### src/rtl/scan_line_pkg.sv
package scan_line_pkg;
  typedef enum logic {
    SCAN_IDLE = 1'b0,
    SCAN_ROW  = 1'b1
  } scan_state_e;

  typedef enum logic {
    DIR_UP   = 1'b0,
    DIR_DOWN = 1'b1
  } scan_dir_e;
endpackage

### src/rtl/scan_cfg_latch.sv
module scan_cfg_latch #(
  parameter int RW = 8
) (
  input  logic                    clk,
  input  logic                    rst_n,
  input  logic                    capture,
  input  logic                    mirror_i,
  input  logic [RW-1:0]           rows_i,
  output scan_line_pkg::scan_dir_e dir_q,
  output logic [RW-1:0]           rows_q
);
  import scan_line_pkg::*;

  always_ff @(posedge clk) begin
    if (!rst_n) begin
      dir_q  <= DIR_UP;
      rows_q <= rows_i;
    end else if (capture) begin
      dir_q  <= mirror_i ? DIR_DOWN : DIR_UP;
      rows_q <= rows_i;
    end
  end
endmodule

### src/rtl/scan_row_ctr.sv
module scan_row_ctr #(
  parameter int CNT_W = 7,
  parameter int RW    = 8
) (
  input  logic             clk,
  input  logic             rst_n,
  input  logic             start,
  input  logic             tick,
  input  logic [RW-1:0]    rows_q,
  output logic             active,
  output logic [CNT_W-1:0] com_idx,
  output logic             at_last,
  output logic             step,
  output logic             field_done
);
  import scan_line_pkg::*;

  scan_state_e state;
  logic [CNT_W-1:0] last_idx;

  assign last_idx = CNT_W'(rows_q - RW'(1));
  assign active   = (state == SCAN_ROW);
  assign at_last  = (com_idx == last_idx);
  assign step     = tick && active && !start && !at_last;

  always_ff @(posedge clk) begin
    if (!rst_n) begin
      state      <= SCAN_IDLE;
      com_idx    <= '0;
      field_done <= 1'b0;
    end else begin
      field_done <= 1'b0;
      if (start) begin
        state   <= SCAN_ROW;
        com_idx <= '0;
      end else if (tick && active) begin
        if (at_last) begin
          state      <= SCAN_IDLE;
          field_done <= 1'b1;
        end else begin
          com_idx <= com_idx + CNT_W'(1);
        end
      end
    end
  end
endmodule

### src/rtl/scan_line_addr.sv
module scan_line_addr #(
  parameter int ADDR_W = 7,
  parameter int RW     = 8
) (
  input  logic                     clk,
  input  logic                     rst_n,
  input  logic                     start,
  input  logic                     step,
  input  logic [ADDR_W-1:0]        start_line,
  input  logic                     mirror_i,
  input  logic [RW-1:0]            rows_i,
  input  scan_line_pkg::scan_dir_e dir_q,
  output logic [ADDR_W-1:0]        line_addr
);
  import scan_line_pkg::*;

  logic [ADDR_W-1:0] first_fwd, first_rev, first_line, next_line;

  assign first_fwd  = start_line;
  assign first_rev  = start_line + ADDR_W'(rows_i - RW'(1));
  assign first_line = mirror_i ? first_rev : first_fwd;
  assign next_line  = (dir_q == DIR_DOWN) ? line_addr - ADDR_W'(1)
                                          : line_addr + ADDR_W'(1);

  always_ff @(posedge clk) begin
    if (!rst_n)     line_addr <= '0;
    else if (start) line_addr <= first_line;
    else if (step)  line_addr <= next_line;
  end
endmodule

### src/rtl/scan_line_gen.sv
module scan_line_gen #(
  parameter int ADDR_W  = 7,
  parameter int ROWS_LO = 96,
  parameter int ROWS_HI = 128,
  localparam int CNT_W  = $clog2(ROWS_HI),
  localparam int RW     = $clog2(ROWS_HI + 1)
) (
  input  logic              clk,
  input  logic              rst_n,
  input  logic              field_start,
  input  logic              row_tick,
  input  logic [ADDR_W-1:0] start_line,
  input  logic              mirror_en,
  input  logic              mux_sel,
  output logic [ADDR_W-1:0] line_addr,
  output logic [CNT_W-1:0]  com_idx,
  output logic              row_valid,
  output logic              field_done
);
  import scan_line_pkg::*;

  logic [RW-1:0] rows_live, rows_q;
  scan_dir_e     dir_q;
  logic          cfg_mirror, at_last, step;

  assign rows_live  = mux_sel ? RW'(ROWS_HI) : RW'(ROWS_LO);
  assign cfg_mirror = (dir_q == DIR_DOWN);

  scan_cfg_latch #(.RW(RW)) u_cfg (
    .clk(clk), .rst_n(rst_n), .capture(field_start),
    .mirror_i(mirror_en), .rows_i(rows_live),
    .dir_q(dir_q), .rows_q(rows_q)
  );

  scan_row_ctr #(.CNT_W(CNT_W), .RW(RW)) u_ctr (
    .clk(clk), .rst_n(rst_n), .start(field_start), .tick(row_tick),
    .rows_q(rows_q), .active(row_valid), .com_idx(com_idx),
    .at_last(at_last), .step(step), .field_done(field_done)
  );

  scan_line_addr #(.ADDR_W(ADDR_W), .RW(RW)) u_addr (
    .clk(clk), .rst_n(rst_n), .start(field_start), .step(step),
    .start_line(start_line), .mirror_i(mirror_en), .rows_i(rows_live),
    .dir_q(dir_q), .line_addr(line_addr)
  );
endmodule

### config.mk
export PLATFORM = sky130hd
export DESIGN_NAME = scan_line_gen
export DESIGN_NICKNAME = d
export VERILOG_FILES = /design/src/rtl/scan_line_pkg.sv /design/src/rtl/scan_cfg_latch.sv /design/src/rtl/scan_row_ctr.sv /design/src/rtl/scan_line_addr.sv /design/src/rtl/scan_line_gen.sv
export SDC_FILE = /design/constraint.sdc
export NUM_CORES = 1
export LEC_CHECK = 0
export ABC_CLOCK_PERIOD_IN_PS = 2500
export BUFFER_PORTS_ARGS = -buffer_cell sky130_fd_sc_hd__buf_2
export CORE_ASPECT_RATIO = 1.4
export CORE_MARGIN = 2
export CORE_UTILIZATION = 53
export DETAILED_ROUTE_END_ITERATION = 10
export GPL_ROUTABILITY_DRIVEN = 0
export PLACE_DENSITY = 0.83
export SYNTH_ARGS = -nofsm -noshare
export SYNTH_HDL_FRONTEND = slang
export SYNTH_SLANG_ARGS = --single-unit
### constraint.sdc
create_clock -name clk -period 2.5 [get_ports clk]
set_clock_uncertainty 0.05 [all_clocks]
set_input_delay 0.5 -clock clk [delete_from_list [all_inputs] [get_ports clk]]
set_output_delay 0.5 -clock clk [all_outputs]
set_load 0.005 [all_outputs]
# After elaboration in Yosys (flattened, before gate mapping)
# Cells that the tools add are included.
[word_totals]
regBits = 24
elab_cells = 41
[classes]
mux = 12
reduce_logical = 12
bitwise = 3
addsub = 6
n_eq_ne = 2
[ops]
columns = ["op", "count"]
rows = [
  ["$mux 7", 7],
  ["$sub 7x1->7 const B", 3],
  ["$add 7x1->7 const B", 2],
  ["$add 7x7->7", 1],
  ["$eq 7x7->1", 1],
  ["$reduce_bool 2->1", 3],
  ["$mux 1", 5],
  ["$reduce_and 2->1", 2],
  ["$logic_and 1x1->1", 3],
  ["$not 1->1", 3],
  ["$reduce_or 3->1", 1],
  ["$logic_not 1->1", 2],
  ["$ne 2x1->1 const B", 1],
  ["$reduce_or 2->1", 1],
]

# Longest topological paths before layout
[logic_depth]
ltp_word = 6
depth_mapped = 8
ltp_nobuf = 8

# Hierarchy
# From an unflattened synthesis, not the netlist that was laid out.
[unflattened]
hier_cells = 223
area_unflattened_um2 = 1924.3
[modules_own_cells]
columns = ["module", "seq_area_each_um2", "area_per_inst_um2", "cells_each", "n_inst"]
rows = [
  ["scan_line_addr", 140.1, 1037.2, 137, 1],
  ["scan_row_ctr", 180.2, 596.8, 72, 1],
  ["scan_cfg_latch", 260.2, 282.8, 12, 1],
  ["scan_line_gen", 0.0, 7.5, 2, 1],
]

# Worst setup path after synthesis
# OpenSTA, ideal clock, no wires.
[synth_timing]
kind = "register to register"
from = "reg u_addr.line_addr[0]"
to = "reg u_addr.line_addr[6]"
t_arrival_ns = 1.974
required_ns = 2.359
setup_slack_ns = 0.385
period_less_slack_ns = 2.115
setup_ns = 0.091
stages_incl_launch_ff = 8
path_cell_list = "dfxtp_1 > inv_1 > fa_1 > nor2b_1 > o21bai_1 > and4_4 > or4_1 > a311oi_1"
[synth_via]
elab_chain_cells = 4
elab_cells_between_ends = 5
classes_between = "add/sub: 2; mux: 3"
[synth_rtl]
columns = ["element", "line_no", "source"]
rows = [
  ["start, declared", "scan_line_addr.sv:13", "output logic [ADDR_W-1:0] line_addr"],
  ["start signal, assigned", "scan_line_addr.sv:27", "else if (start) line_addr <= first_line;"],
  ["start signal, assigned", "scan_line_addr.sv:28", "else if (step) line_addr <= next_line;"],
  ["$add 7x1->7 or $sub 7x1->7 (tied branches)", "scan_line_addr.sv:23, scan_line_addr.sv:22", ""],
  ["$mux 7 (*)", "scan_line_addr.sv:22", "assign next_line = (dir_q == DIR_DOWN) ? line_addr - ADDR_W'(1)"],
  ["$mux 7 (*)", "scan_line_addr.sv:28", ""],
  ["$mux 7 (*)", "scan_line_addr.sv:27", ""],
]
# Mark *: on every way between the ends. The rest lies on a longest branch, timed or not. The select of a mux whose other input is x is not followed.
# A chain may end at the register's enable or synchronous reset.

# Worst setup path in the final report
[layout_timing]
from = "reg u_cfg.dir_q"
to = "reg u_addr.line_addr[6]"
[layout_via]
elab_chain_cells = 3
[layout_rtl]
columns = ["element", "line_no", "source"]
rows = [
  ["start, declared", "scan_cfg_latch.sv:9", "output scan_line_pkg::scan_dir_e dir_q,"],
  ["start signal, assigned", "scan_cfg_latch.sv:19", "dir_q <= mirror_i ? DIR_DOWN : DIR_UP;"],
  ["$mux 7", "scan_line_addr.sv:22", ""],
  ["$mux 7", "scan_line_addr.sv:28", ""],
  ["$mux 7", "scan_line_addr.sv:27", ""],
]
# No other way between the ends. The select of a mux whose other input is x is not followed.

==> metrics.yaml <==
cap_violations: 0
drive_above_1_share: 0.212
wire_per_inst_um: 13.7
drv_slew: 0
critical_path.cell_chain: "inv_1, fa_1, nor2b_1, o21bai_1, and4_4, or4_1, a311oi_1"
io_pins: 29
n_fill_cell: 202
critPathKind: "flop to flop"
drt-vias-per-instance: 5.83
cts.path.max_buffers: 2
outcome: "completed"
cts.clk_slew.worst_paths_ns: 0.11
crit_path_start: "u_cfg.dir_q$_SDFFE_PN0P_"
drt_iter0_drc: 39
ys.warnings.count: 0
fin_crit_sh: 0.922
ir_worst_vdd_v: 0.000306
setup_viol: 0
synth_area_um2: 1270
dp_hpwl_um: 2350
area_growth_pct: 15.5
leakage_nw: 0.699
cp.arrival_ns: 2.48
setup-tns-final_ns: 0
worstHoldPathType: "input port to flop"
hold_buffers: 0
ys_seq_area_frac: 0.291
cp_max_fo: 6
tightest_slew_ns: 0.437
max_freq_mhz: 434
postCtsSetupBuffers: 0
cts_resized: 0
required_ns: 2.67
grt.overflow.total: 0
grt_max_degree: 13
grt_pass1_vias: 1165
antenna_found_initial: 0
diodes: 0
final_common_cell: "buf_2"
dr_total_vias: 1177
fin_total_pwr_uw: 685
synth_seq_cells: 18
port_buffers: 28
synth_top_area_frac: 0.268
min_period_ns: 2.30
met1_usage: 0.224
regArea_um2: 370
die-area_um2: 2810
ant_nets: 0
num_rows: 21
hold_viol: 0
synth.distinct_cells: 40
slowest_stage: "or4_1"
maxSlewHeadroom: 0.705
synth_cells: 150
root_buffer: "clkbuf_4"
synth_nets: 177
clock_latency_ns: 0.30
coreArea_um2: 2340
mostFrequentLayoutCells: "buf_2, dfxtp_1, inv_1, nand2_1, ha_1"
syn_avg_cell_area_um2: 8.47
numCtsBuffers: 3
busiest_layer: "met2"
grt_pass1_wl_um: 4660
die_x_um: 45.4
gr-usage-met2: 0.441
cts_sinks: 18
grt_use_met3: 0.0173
grtUsageTotal: 0.223
min-delay-start: "row_tick"
drc: 0
cp-start-kind: "flop"
rsz0062_at_grt: "no"
ys_top_cells_by_area: "dfxtp_1, ha_1, xnor2_1"
pwr_density_cell_nw_per_um2: 467
die_y_um: 61.9
slowest_delay_ns: 0.48
finalWirelength_um: 2770
r2r_start: "u_cfg.dir_q$_SDFFE_PN0P_"
yosysTopAreaCell: "dfxtp_1"
layout.nets: 207
multiInputGateArea_um2: 828
start_util: 0.544
htree_num_levels: 1
cts_tree: "done"
cp-end-kind: "flop"
drtPass1Iterations: 4
[critical path, delay by kind of cell (launching register included)]
kind            cells  cell delay [ns]
compound gates      2             0.35
fa+ha+maj           1             0.42
buf+inv             1             0.13
flops               1             0.44
simple gates        3             0.85
[synth_stat cells]
| master | instances |
|---|---|
| a211oi_1 | 1 |
| a31oi_1 | 3 |
| clkbuf_1 | 2 |
| nor3_1 | 3 |
| o211ai_1 | 2 |
| and2_1 | 1 |
| o21bai_1 | 1 |
| o31ai_1 | 3 |
| xnor2_1 | 10 |
| nand3_1 | 3 |
| nor2_1 | 9 |
| and4_1 | 1 |
| mux2i_1 | 1 |
| o2111ai_1 | 1 |
| and3_4 | 1 |
| o21a_1 | 2 |
| o211a_1 | 1 |
| inv_1 | 14 |
| nand4_1 | 6 |
| nand2_1 | 12 |
| and4_4 | 1 |
| nor2b_1 | 2 |
| nand2b_1 | 1 |
| a311oi_1 | 2 |
| a41oi_1 | 1 |
| edfxtp_1 | 1 |
| dfxtp_1 | 17 |
| o21ai_0 | 7 |
| a21oi_1 | 10 |
| o311a_2 | 1 |
| a21o_2 | 1 |
| fa_1 | 2 |
| clkinv_1 | 1 |
| or4_1 | 1 |
| xor2_1 | 7 |
| a21o_1 | 3 |
| buf_1 | 1 |
| ha_1 | 12 |
| buf_2 | 1 |
| nand3_2 | 1 |
[stage by stage]
stage	cell area [um^2]	setup slack [ns]	hold slack, ns	utilization	std cells
2_1_floorplan	1270	0.385	0.432	-	150
3_3_place_gp	1430	0.325	0.439	0.612	198
3_5_place_dp	1430	0.213	0.439	0.612	198
4_1_cts	1470	0.183	0.434	0.628	202
5_1_grt	1470	0.0128	0.436	0.628	202
6_report	1470	0.196	0.430	0.628	202
[metal layers]
layer | share of wire | up-vias | routed length, um
li1 | - | 591 | -
met1 | 0.37 | 542 | 1030
met2 | 0.57 | 37 | 1580
met3 | 0.037 | 7 | 103
met4 | 0.018 | 0 | 51
met5 | 0 | - | 0
[final cells by class]
class / count / area share
multi-input combinational: 113 / 0.564
sequential: 18 / 0.252
timing repair buffer: 29 / 0.101
inverter: 15 / 0.0384
clock buffer: 4 / 0.0247
tap: 23 / 0.0196
[report_power, final]
group          internal (mW)  switching (mW)
clock network         0.0889          0.0929
registers              0.304          0.0147
logic                 0.0860          0.0978
total                  0.479           0.205
[registers in the layout (all words and copies together) (netlist names)]
register,flops
u_addr.line_addr,7
u_cfg.dir_q,1
u_cfg.rows_q,1
u_ctr.active,1
u_ctr.com_idx,7
u_ctr.field_done,1
[cells by family (layout without fill, tap and decap cells)]
group | count (synthesis) | in the layout | share of synthesized area
XOR/XNOR | 17 | 17 | 0.117
AO/OA/AOI/OAI | 39 | 39 | 0.204
buffers and inverters | 19 | 48 | 0.0571
adder cells (fa/ha/maj) | 14 | 14 | 0.150
AND/OR/NAND/NOR | 42 | 42 | 0.173
flip-flops | 18 | 18 | 0.291
multiplexers | 1 | 1 | 0.00787
[worst paths after layout]
kind | to | slack (ns) | cells past startpoint
hold reg to reg | u_addr.line_addr[2]$_SDFFE_PN0P_ | 0.45 | 2
setup / recovery | u_addr.line_addr[6]$_SDFFE_PN0P_ | 0.20 | 7
hold / removal | u_ctr.field_done$_SDFF_PP0_ | 0.43 | 3
setup reg to reg | u_addr.line_addr[6]$_SDFFE_PN0P_ | 0.20 | 7
No activity file was read; power rests on OpenSTA's default activity.
